## config.mk

```make
export PLATFORM = sky130hd
export DESIGN_NAME = interval_timer_chan
export DESIGN_NICKNAME = d
export VERILOG_FILES = /design/src/rtl/itmr_pkg.sv /design/src/rtl/itmr_ctrl_reg.sv /design/src/rtl/itmr_fixed_reg.sv /design/src/rtl/itmr_tick_sel.sv /design/src/rtl/itmr_counter.sv /design/src/rtl/interval_timer_chan.sv
export SDC_FILE = /design/constraint.sdc
export NUM_CORES = 1
export LEC_CHECK = 0
export ABC_AREA = 1
export BUFFER_PORTS_ARGS = -buffer_cell sky130_fd_sc_hd__buf_2
export CORE_UTILIZATION = 28
export CTS_CLUSTER_SIZE = 10
export DETAILED_ROUTE_END_ITERATION = 8
export PLACE_DENSITY = 0.55
export SYNTH_ARGS = -nofsm -noshare
export SYNTH_HDL_FRONTEND = slang
export SYNTH_SLANG_ARGS = --single-unit
```

## constraint.sdc

```tcl
create_clock -name clk -period 1.94 [get_ports clk]
set_input_delay 0.291 -clock clk [delete_from_list [all_inputs] [get_ports clk]]
set_output_delay 0.291 -clock clk [all_outputs]
set_load 0.05 [all_outputs]
```

## src/rtl/itmr_pkg.sv

```systemverilog
package itmr_pkg;
  localparam int ADDR_W = 5;
  localparam int DATA_W = 32;
  localparam int BE_W   = DATA_W / 8;

  // word index = byte offset >> 2
  localparam logic [2:0] WI_CTRL  = 3'd0;
  localparam logic [2:0] WI_SET   = 3'd1;
  localparam logic [2:0] WI_CLR   = 3'd2;
  localparam logic [2:0] WI_TOG   = 3'd3;
  localparam logic [2:0] WI_COUNT = 3'd4;

  localparam int B_FLAG = 15;
  localparam int B_IEN  = 14;
  localparam int B_UPD  = 7;
  localparam int B_RLD  = 6;
  localparam int SEL_LO = 0;

  localparam logic [DATA_W-1:0] CTRL_IMPL = 32'h0000_C0CF;

  localparam int FIX_LO = 0;
  localparam int RUN_LO = 16;

  typedef enum logic [1:0] {
    OP_WRITE = 2'd0,
    OP_SET   = 2'd1,
    OP_CLR   = 2'd2,
    OP_TOG   = 2'd3
  } ctrl_op_e;
endpackage

```

## src/rtl/itmr_ctrl_reg.sv

```systemverilog
module itmr_ctrl_reg
  import itmr_pkg::*;
(
  input  logic              clk,
  input  logic              rst_n,
  input  logic              wr_en,
  input  ctrl_op_e          op,
  input  logic [DATA_W-1:0] wdata,
  input  logic [DATA_W-1:0] wmask,
  input  logic              expire,
  output logic [DATA_W-1:0] ctrl_q
);
  logic [DATA_W-1:0] bits_in;
  logic [DATA_W-1:0] ctrl_nxt;

  assign bits_in = wdata & wmask;

  always_comb begin
    ctrl_nxt = ctrl_q;
    if (wr_en) begin
      unique case (op)
        OP_WRITE: ctrl_nxt = (ctrl_q & ~wmask) | bits_in;
        OP_SET:   ctrl_nxt = ctrl_q | bits_in;
        OP_CLR:   ctrl_nxt = ctrl_q & ~bits_in;
        OP_TOG:   ctrl_nxt = ctrl_q ^ bits_in;
        default:  ctrl_nxt = ctrl_q;
      endcase
    end
    ctrl_nxt = ctrl_nxt & CTRL_IMPL;
    // a hardware expiry overrides any software clear in the same cycle
    if (expire) ctrl_nxt[B_FLAG] = 1'b1;
  end

  always_ff @(posedge clk) begin
    if (!rst_n) ctrl_q <= '0;
    else        ctrl_q <= ctrl_nxt;
  end
endmodule

```

## src/rtl/itmr_fixed_reg.sv

```systemverilog
module itmr_fixed_reg #(
  parameter int CNT_W = 16,
  localparam int NB   = (CNT_W + 7) / 8
) (
  input  logic             clk,
  input  logic             rst_n,
  input  logic             wr_en,
  input  logic [NB-1:0]    be,
  input  logic [CNT_W-1:0] wdata,
  output logic [CNT_W-1:0] fix_q,
  output logic [CNT_W-1:0] fix_nxt
);
  for (genvar b = 0; b < NB; b++) begin : g_byte
    localparam int LO = b * 8;
    localparam int HI = ((b * 8 + 8) > CNT_W) ? (CNT_W - 1) : (b * 8 + 7);
    logic [HI-LO:0] q;
    logic           hit;

    assign hit = wr_en & be[b];

    always_ff @(posedge clk) begin
      if (!rst_n)   q <= '0;
      else if (hit) q <= wdata[HI:LO];
    end

    assign fix_q[HI:LO]   = q;
    assign fix_nxt[HI:LO] = hit ? wdata[HI:LO] : q;
  end
endmodule

```

## src/rtl/itmr_tick_sel.sv

```systemverilog
module itmr_tick_sel #(
  parameter int SEL_W  = 4,
  localparam int NSRC  = (1 << SEL_W) - 1
) (
  input  logic [SEL_W-1:0] sel,
  input  logic [NSRC-1:0]  tick_src,
  output logic             tick
);
  logic [NSRC-1:0] hit;

  for (genvar i = 0; i < NSRC; i++) begin : g_src
    assign hit[i] = tick_src[i] & (sel == SEL_W'(i + 1));
  end

  // select value 0 matches no source, which freezes the counter
  assign tick = |hit;
endmodule

```

## src/rtl/itmr_counter.sv

```systemverilog
module itmr_counter #(
  parameter int CNT_W = 16
) (
  input  logic             clk,
  input  logic             rst_n,
  input  logic             tick,
  input  logic             reload_en,
  input  logic             load,
  input  logic [CNT_W-1:0] load_val,
  input  logic [CNT_W-1:0] fix_val,
  output logic [CNT_W-1:0] cnt_q,
  output logic             expire
);
  logic spent_q;
  logic at_zero;

  assign at_zero = (cnt_q == '0);
  assign expire  = tick && !load && at_zero && (reload_en || !spent_q);

  always_ff @(posedge clk) begin
    if (!rst_n) begin
      cnt_q   <= '0;
      spent_q <= 1'b1;
    end else if (load) begin
      cnt_q   <= load_val;
      spent_q <= 1'b0;
    end else if (tick) begin
      if (at_zero) begin
        spent_q <= 1'b1;
        if (reload_en) cnt_q <= fix_val;
      end else begin
        cnt_q <= cnt_q - 1'b1;
      end
    end
  end
endmodule

```

## src/rtl/interval_timer_chan.sv

```systemverilog
module interval_timer_chan
  import itmr_pkg::*;
#(
  parameter int CNT_W  = 16,
  parameter int SEL_W  = 4,
  localparam int NSRC  = (1 << SEL_W) - 1,
  localparam int NB    = (CNT_W + 7) / 8
) (
  input  logic              clk,
  input  logic              rst_n,
  input  logic              bus_sel,
  input  logic              bus_wr,
  input  logic [ADDR_W-1:0] bus_addr,
  input  logic [BE_W-1:0]   bus_be,
  input  logic [DATA_W-1:0] bus_wdata,
  output logic [DATA_W-1:0] bus_rdata,
  input  logic [NSRC-1:0]   tick_src,
  output logic              irq_o
);
  logic [2:0]        word;
  logic              wr;
  logic              ctrl_wr;
  logic              cnt_wr;
  ctrl_op_e          op;
  logic [DATA_W-1:0] wmask;
  logic [DATA_W-1:0] ctrl_q;
  logic [CNT_W-1:0]  fix_cnt;
  logic [CNT_W-1:0]  fix_nxt;
  logic [CNT_W-1:0]  run_cnt;
  logic              tick;
  logic              load;
  logic              expire;

  assign word    = bus_addr[ADDR_W-1:2];
  assign wr      = bus_sel & bus_wr;
  assign ctrl_wr = wr && (word <= WI_TOG);
  assign cnt_wr  = wr && (word == WI_COUNT);
  assign op      = ctrl_op_e'(word[1:0]);

  for (genvar b = 0; b < BE_W; b++) begin : g_mask
    assign wmask[b*8 +: 8] = {8{bus_be[b]}};
  end

  itmr_ctrl_reg u_ctrl (
    .clk    (clk),
    .rst_n  (rst_n),
    .wr_en  (ctrl_wr),
    .op     (op),
    .wdata  (bus_wdata),
    .wmask  (wmask),
    .expire (expire),
    .ctrl_q (ctrl_q)
  );

  itmr_fixed_reg #(.CNT_W(CNT_W)) u_fixed (
    .clk     (clk),
    .rst_n   (rst_n),
    .wr_en   (cnt_wr),
    .be      (bus_be[NB-1:0]),
    .wdata   (bus_wdata[FIX_LO +: CNT_W]),
    .fix_q   (fix_cnt),
    .fix_nxt (fix_nxt)
  );

  itmr_tick_sel #(.SEL_W(SEL_W)) u_sel (
    .sel      (ctrl_q[SEL_LO +: SEL_W]),
    .tick_src (tick_src),
    .tick     (tick)
  );

  assign load = cnt_wr && (|bus_be[NB-1:0]) && ctrl_q[B_UPD];

  itmr_counter #(.CNT_W(CNT_W)) u_cnt (
    .clk       (clk),
    .rst_n     (rst_n),
    .tick      (tick),
    .reload_en (ctrl_q[B_RLD]),
    .load      (load),
    .load_val  (fix_nxt),
    .fix_val   (fix_cnt),
    .cnt_q     (run_cnt),
    .expire    (expire)
  );

  always_comb begin
    bus_rdata = '0;
    if (word <= WI_TOG) begin
      bus_rdata = ctrl_q;
    end else if (word == WI_COUNT) begin
      bus_rdata[FIX_LO +: CNT_W] = fix_cnt;
      bus_rdata[RUN_LO +: CNT_W] = run_cnt;
    end
  end

  assign irq_o = ctrl_q[B_FLAG] & ctrl_q[B_IEN];
endmodule

```

==> flow_summary.ini <==
[outcome]
run_status = finished with violations
failed_checks = DRC

[sta]
finalMaxSlewViolations = 0
slew_headroom = 0.5252
layout_setup_ws_ps = 170.9
grt_setup_unrepaired = true
report.final.hold_viol_count = 0
final.period_utilization = 0.9119
finalWorstPathRequiredPeriod_ps = 1769
worstMarginPinSlew_ps = 711.5
final.setup_skew_ps = 7.740
totalNegativeSetupSlack_ps = 0
timing.fmax_mhz = 565.3
finalSetupViolations = 0

[global_routing]
grt_pass1_wl_um = 17930
grt_antenna_before_repair = 0
grt.overflow.total = 0
grt_util_met3 = 0.02776
routing_layer_with_the_top_usage_in_global_route = met2
grt_pass1_vias = 3685
grt_max_degree = 23
grt.met1_usage = 0.2365
globalRouteTotalUtil = 0.1783
met2_usage = 0.2981

[logic_synthesis]
synth_sequential_area_ratio = 0.2428
synthesized_area_per_cell_um2 = 5.931
synth_cells = 570
synth_cell_types = 32
mappedNetlistNets = 648
total_of_warnings_raised_by_yosys = 0
ys_seq_elements = 41
syn-cell-area_um2 = 3381

[finish]
finalNetCount = 735
layout-drive-gt1-share = 0.2082
insertedDiodeCount = 0
area.growth.synth_to_final_pct = 23.72
postLayoutCellArea_um2 = 4183
n_fill_cell = 1308

[place]
placement.io_buffers = 72
placement.cell_area_um2 = 4024
place.gp.congestion = 0.8613
hpwl_um = 8659
place_ws_ps = 125.1

[critical_path]
required_ps = 1650
path_class = register to output port
worstPathArrival_ps = 1480
worstSetupStartpointType = register
r2r_setup_slack_ps = 170
crit_path_top_delay_cell = dfxtp_1
cp_cell_sequence = inv_1 -> o21ai_0 -> buf_2
cp_slowest_stage_delay_ps = 390
critical_path_peak_fanout = 4
worstRegToRegCells = 9
timing.rr.start = u_cnt.cnt_q[5]
capturing_element_type_of_the_critical_path = output port
worst_r2r_endpoint = u_cnt.cnt_q[13]

[worst_hold_path]
holdCritPathClass = primary input to register
min_to = u_fixed.g_byte[0].q[4]
worst_hold_startpoint = bus_wdata[4]
holdPathStages = 3

[floorplan]
fp-row-count = 39
die_h_um = 111.9
floorplan.die.width_um = 111.9
pin_count = 93
floorplan.initialDensity = 0.2911
coreArea_um2 = 11610
area_of_the_die_um2 = 12520

[pwr]
worst_ir_drop_on_vdd_mv = 0.3738
power.density_nw_per_um2 = 699.9
power.static_leakage_nw = 2.161

[detailed_routing]
first_iter_violations = 277
via_count = 3851
wire_per_inst_um = 13.50
post-route-drc-count = 2
route.antenna.remaining_nets = 0
totalWireLength_um = 10810
firstDrtPassIters = 6
vias_per_cell = 4.808

[cts]
cts.reportedPaths.clkPinSlew_ps = 60
clockRootBuffer = clkbuf_16
cts_hold_repair.buffers = 0
clockBufferDepth = 2
cts_tree = built
cts_max_level = 2
cts_made_buffers = 5
cts.repair_timing.setup_buffer_count = 0
clkLatencyLatePin_ps = 290
clock-sinks = 41

[job]
cap_viol_max_count = 0
[placed cells by master (no fill, tap or decap), types with 4 or more instances in the layout]
cell,Yosys,layout
nand2_1,150,149
nor2_1,104,102
buf_2,5,72
inv_1,70,69
nand3_1,66,66
dfxtp_1,41,39
o21ai_0,28,28
buf_4,2,25
a21oi_1,22,22
ha_1,18,17
o21ai_1,6,6
nand2_2,4,5
nor2_2,3,5
clkbuf_16,0,5
o22ai_1,4,4
o2111ai_1,4,4
nor3_1,4,4
a21oi_2,4,4
o21a_1,4,4
[layer usage]
| metal | share of wire | wire (um) |
|---|---|---|
| met5 | 0 | 0 |
| met4 | 0.012 | 135 |
| met3 | 0.046 | 492 |
| met2 | 0.47 | 5100 |
| met1 | 0.47 | 5084 |
[worst max-delay path, delay by kind of cell, from the launching register on]
kind,cells,cell delay [ps]
DFF,1,390
AOI/OAI and AO/OA,1,330
buffers and inverters,2,480
[cells by family (layout without fill, tap and decap cells)]
logic type      after synthesis  in the layout  share of synthesized area
compound gates               77             77                     0.1321
flops                        41             41                     0.2428
buf+inv                      90            178                     0.1107
fa+ha+maj                    18             18                    0.06662
xor+xnor                      3              3                   0.007773
simple gates                341            341                     0.4400
[synthesized netlist by cell type (all sizes together)]
library cell,n,share of area
ha,18,0.067
o21ai,35,0.053
nand3,69,0.11
a31oi,1,0.0019
nor3,5,0.011
nand2,155,0.18
o2111ai,4,0.010
o21a,4,0.0089
nor2,111,0.14
nand4,1,0.0063
inv,72,0.080
a21oi,26,0.043
xor2,3,0.0078
o22ai,4,0.0074
dfxtp,41,0.24
clkbuf,8,0.0089
a221oi,3,0.0078
buf,10,0.022
[cell type report]
type                    count  area, um2  share of cell area
inverters                  72      274.0             0.06551
clock inverters             3      17.52            0.004188
repair buffers             98      568.0              0.1358
multi-input cells         439       2196              0.5250
well taps                 143      178.9             0.04278
clock buffers               5      125.1             0.02991
flip-flops and latches     41      823.3              0.1968
[worst max-delay path by stage]
stage              startpoint              end  slack, ps  depth (start not counted)
2_1_floorplan        register     bus_rdata[2]         20                          2
3_3_place_gp   u_cnt.cnt_q[1]   u_cnt.cnt_q[9]        150                         10
3_5_place_dp   u_cnt.cnt_q[1]  u_cnt.cnt_q[13]        130                         10
4_1_cts        u_cnt.cnt_q[1]  u_cnt.cnt_q[13]        110                         10
5_1_grt        u_cnt.cnt_q[1]  u_cnt.cnt_q[13]          4                         10
6_report             register     bus_rdata[6]        170                          3
[per-stage QoR]
step	power [mW]	utilization	hold WS, ps	instances
floorplan	1.738	-	434.4	570
global placement	2.092	0.3465	457.7	793
detailed placement	2.098	0.3465	461.1	793
CTS	2.932	0.3588	285.2	801
global route	3.153	0.3602	296.6	801
finish	2.927	0.3602	286.5	801
[power by group]
part	switching (mW)	internal (mW)
Sequential	0.0266	0.867
Clock	0.355	0.472
Combinational	0.791	0.416
Total	1.17	1.75
[repair_timing]
item / 4_1_cts / 5_1_grt
endpoints found under the setup margin: 0 / 9
endpoints found under the hold margin: 0 / 0
resized for setup: 0 / 7
Note: power is estimated with default switching activity, not from simulation.
